## src/rtl/ipi_unit.sv

```systemverilog
module ipi_unit #(
  parameter int NCORES = 4,
  localparam int IDW = (NCORES > 1) ? $clog2(NCORES) : 1,
  localparam int CW  = IDW + 1
) (
  input  logic              clk,
  input  logic              rst_n,
  input  logic              cmd_valid,
  input  logic [1:0]        cmd_op,
  input  logic [CW-1:0]     cmd_core,
  input  logic [CW-1:0]     cmd_req,
  output logic [NCORES-1:0] readback,
  output logic [NCORES-1:0] irq_out
);
  localparam logic [1:0] OP_STAT  = 2'd0;
  localparam logic [1:0] OP_RAISE = 2'd1;
  localparam logic [1:0] OP_SRC   = 2'd2;
  localparam logic [1:0] OP_ACK   = 2'd3;
  localparam logic [CW-1:0] NC = CW'(NCORES);

  logic [NCORES-1:0] src_q [NCORES];

  wire            core_ok = cmd_core < NC;
  wire            req_ok  = cmd_req < NC;
  wire            go      = cmd_valid && core_ok && req_ok;
  wire [IDW-1:0]  core_ix = cmd_core[IDW-1:0];
  wire [IDW-1:0]  req_ix  = cmd_req[IDW-1:0];

  for (genvar t = 0; t < NCORES; t++) begin : g_row
    always_ff @(posedge clk) begin
      if (!rst_n)
        src_q[t] <= '0;
      else if (go) begin
        if (cmd_op == OP_RAISE && core_ix == IDW'(t))
          src_q[t][req_ix] <= 1'b1;
        else if (cmd_op == OP_ACK && req_ix == IDW'(t))
          src_q[t][core_ix] <= 1'b0;
      end
    end
    assign irq_out[t] = |src_q[t];
  end

  always_ff @(posedge clk) begin
    if (!rst_n)
      readback <= '0;
    else if (go) begin
      if (cmd_op == OP_STAT)
        readback <= NCORES'(irq_out[core_ix]);
      else if (cmd_op == OP_SRC)
        readback <= src_q[req_ix];
    end
  end
endmodule

```

## config.mk

```make
export PLATFORM = sky130hd
export DESIGN_NAME = ipi_unit
export DESIGN_NICKNAME = d
export VERILOG_FILES = /design/src/rtl/ipi_unit.sv
export SDC_FILE = /design/constraint.sdc
export NUM_CORES = 1
export LEC_CHECK = 0
export BUFFER_PORTS_ARGS = -buffer_cell sky130_fd_sc_hd__buf_2
export CORE_MARGIN = 10
export CORE_UTILIZATION = 45
export CTS_CLUSTER_DIAMETER = 200
export DETAILED_ROUTE_END_ITERATION = 10
export PLACE_DENSITY = 0.62
export SETUP_SLACK_MARGIN = 0.2
export SLEW_MARGIN = 20
export SYNTH_ARGS = -nofsm -noshare
export SYNTH_HDL_FRONTEND = slang
export SYNTH_SLANG_ARGS = --single-unit
```

## constraint.sdc

```tcl
create_clock -name clk -period 3.9 [get_ports clk]
set_input_delay 0.975 -clock clk [delete_from_list [all_inputs] [get_ports clk]]
set_output_delay 0.975 -clock clk [all_outputs]
set_load 0.02 [all_outputs]
```

* After elaboration in Yosys (flattened, before gate mapping)
Memory sizes are Yosys's and may differ from the RTL's. Cells that the tools add are included.
Storage, ports and cells: flip-flop bits (word level) 4, memory bits (writable) 16, input bits 11, word-level logic and storage cells 147, memories kept 1
Memory list:
- src_q | depth 4, bits a word 4, read ports 5, clocked after memory_dff 0, write ports 4, line 21 | logic [NCORES-1:0] src_q [NCORES];
Cells by class: order comparisons 6, eq/ne operators 9, multiplexer cells 77, bitwise gates (word level) 32, reduce and logical (&&, ||, !) cells 21
Operators with widths (count):
- 1-bit two-way mux | 64
- 4-bit two-way mux | 10
- 1-bit OR | 32
- 4-bit OR reduction | 4
- 2-bit == test (second input constant) | 6
- 1-bit logical AND | 12
- 2-bit by 1-bit == test with 1-bit output (second input constant) | 3
- 2-bit zero test | 3
- 2-bit by 3-bit less-than comparator with 1-bit output (second input constant) | 2
- 3-bit less-than comparator (second input constant) | 2
- 1-bit demux with 2-bit select | 2
- 2-bit by 1-bit >= comparator with 1-bit output (second input constant) | 2
- 1-bit binary-select mux with 2-bit select | 1
- 2-bit AND reduction | 1
- 2-bit nonzero test | 1

* Depth between registers and ports, before layout
depth after elaboration 8, mapped depth 6, mapped depth without buffers 4

* Least setup slack after synthesis
OpenSTA, ideal clock, no wires.
path kind input-to-reg, start point input port cmd_core[1], end point memory src_q[2][0] (enable), library setup time 320 ps, arrival time 1853 ps, required time 3580 ps, setup slack 1726 ps, stages 5, buffers on the path 1, cell sequence buf_4 nor2_1 nand2_1 o2bb2a_1 o31ai_1
RTL lines:
- start, declared | line 10 | input logic [CW-1:0] cmd_core,
- end, declared | line 21

==> results_dict.tcl <==
set metrics [dict create \
    grt_usage_pct 11.93 \
    avgSynthCellArea_um2 10.30 \
    wirelength_um 3321 \
    cts.clk_slew.worst_paths_ns 0.12 \
    required_ns 2.92 \
    cts_tree "done" \
    avgRoutedWirePerCell_um 19.54 \
    num_antenna_cells 0 \
    dp_cells 166 \
    die_w_um 73.91 \
    syn_nets 138 \
    cts.sinks 20 \
    drcViolationCount 0 \
    grt_pass1_wl_um 5230 \
    powerDensity_mw_per_mm2 300.5 \
    core_mm2 0.002758 \
    globalplace.congestion 0.9037 \
    final_util_pct 50.95 \
    clock_latency_ns 0.30 \
    hold_path_end "readback[2]" \
    dieHeight_um 73.91 \
    finalNonFillerCells 170 \
    grt_max_degree 25 \
    setup-tns-final_ns 0 \
    final-setup-viol-count 0 \
    vias 1124 \
    r2r_slack_ns 2.37 \
    ctsLongestPathBuffers 2 \
    dr.pass1.iters 4 \
    cts_buffers 3 \
    post_cts_resized 0 \
    io_buffers 18 \
    synth_flop_cell "edfxtp_1" \
    dp.final_hpwl_um 2552 \
    synthArstFlopShare_pct 0 \
    vias_per_cell 6.612 \
    yosysWarnings 0 \
    finClkSkew_ns 0.005771 \
    dpl_cell_area_mm2 0.001379 \
    p_total_mw 0.4222 \
    critPathKind "reg -> out" \
    outcome "finished, final reports clean" \
    r2r_cells 4 \
    ir_drop_mv 0.1838 \
    timing.final.ws_setup_ns 1.424 \
    min_path_type "reg -> reg" \
    reg2reg_from "src_q[3][0]" \
    hold_viol_final 0 \
    drive_above_1_share_pct 25.90 \
    ys_seq_area_share_pct 42.87 \
    grt_setup_unrepaired "false" \
    min_period_ns 2.476 \
    synth_edf_count 16 \
    pin_count 19 \
    synth.ff_latch_count 20 \
    min_period_over_period_pct 63.50 \
    start_kind "flop" \
    leakage_nw 0.4522 \
    cts_max_level 1 \
    hold_start "readback[2]" \
    fmax_mhz 403.8 \
    dp_slack_ns 1.452 \
    synth_area_mm2 0.001308 \
    hold_ws_ns 0.5457 \
    drtIter0Drc 108 \
    rr_endpoint "readback[0]" \
    syn_inst 127 \
    antenna_found_initial 0 \
    ant_nets 0 \
    area_delta_synth_final_pct 7.464 \
    ctsHoldBuffers 0 \
    fin_area_mm2 0.001405 \
    slew_headroom_pct 75.37 \
    critPathArrivalTime_ns 1.50 \
    post_cts_buffers 0 \
    grt_pass1_vias 1052 \
    worst_hold_path.num_cells 2 \
    num-fill-cells 261 \
    die_area_mm2 0.005462 \
    nets 151 \
    core.rowCount 19 \
    cts_root_buf "clkbuf_4" \
    endpoint_kind "output pin" \
    drv_slew 0 \
    worstMarginPinSlew_ns 0.3694 \
    max-cap-violations 0 \
    ys_types 43 \
    grt_overflow_total 0 \
    critPathMaxFanout 2 \
    initial_utilization_pct 47.41 \
]
-- cell type report --
cell class	instances	area (um2)	share of cell area, %
multi-input combinational	96	685.7	48.80
sequential	20	560.5	39.89
timing repair buffer	18	90.09	6.411
tap	31	38.79	2.760
clock buffer	4	26.28	1.870
inverter	1	3.754	0.2671
-- metal layers --
metal | up-vias | share of wire [%] | track usage (%)
met3 | 6 | 8.4 | 2.153
met4 | 0 | 1.8 | 3.934
met1 | 534 | 44 | 16.03
met5 | - | 0 | 0
li1 | 521 | - | -
met2 | 63 | 46 | 18.75
-- sequential cells by signal, summed over array words and instances (netlist names) --
signal and count:
src_q 16, readback 4
-- power breakdown --
group	switching, mW	internal, mW
Combinational	0.0445	0.0262
Clock	0.0657	0.0398
Sequential	0.00612	0.240
Total	0.116	0.306
-- synthesized netlist by cell type, types with 2 or more instances --
cell | n | area [um2]
a21oi_1 | 3 | 15.01
a22oi_1 | 5 | 37.54
a32oi_1 | 2 | 17.52
and3_1 | 3 | 18.77
buf_2 | 4 | 20.02
buf_4 | 4 | 30.03
clkbuf_1 | 2 | 7.510
dfxtp_1 | 4 | 80.08
edfxtp_1 | 16 | 480.5
mux4_2 | 4 | 90.09
nand2_1 | 5 | 18.77
nand2b_1 | 4 | 25.02
nand3_1 | 3 | 15.01
nor2_1 | 15 | 56.30
nor2b_1 | 5 | 31.28
nor3_1 | 8 | 40.04
o21ai_0 | 6 | 30.03
o31ai_1 | 7 | 52.55
or4_1 | 3 | 22.52
-- critical path, stage by stage (launching register included) --
cell and delay (ns):
edfxtp_1 0.42, or4_1 0.59, buf_2 0.19
-- how the worst max path moves through the flow --
stage	from	to	cells past startpoint
floorplan	cmd_core[1]	src_q[2][0]	5
global placement	cmd_core[1]	src_q[1][2]	5
detailed placement	cmd_core[1]	src_q[1][0]	5
CTS	src_q[3][0]	irq_out[3]	2
global route	src_q[3][0]	irq_out[3]	2
finish	src_q[3][0]	irq_out[3]	2
-- layout by cell type (no fill, tap or decap), drive strengths merged --
cell	n
a21oi	3
a22oi	5
a2bb2oi	1
a32oi	2
and3	3
buf	18
clkbuf	4
dfxtp	4
edfxtp	16
inv	1
mux4	4
nand2	5
nand2b	4
nand3	3
nand4	2
nor2	17
nor2b	5
nor3	9
nor3b	1
nor4	1
nor4b	1
o21ai	7
o21bai	1
o221ai	1
o22ai	1
o2bb2a	1
o31a	1
o31ai	7
o41ai	2
or2	3
or3b	1
or4	4
or4b	1
-- kinds of logic after synthesis --
| kind of cell | count (synthesis) | share of synthesized area [%] |
|---|---|---|
| compound gates | 32 | 17.80 |
| simple gates | 60 | 27.75 |
| mux | 4 | 6.890 |
| flops | 20 | 42.87 |
| buf+inv | 11 | 4.689 |
Power figures use the tool's default switching activity.
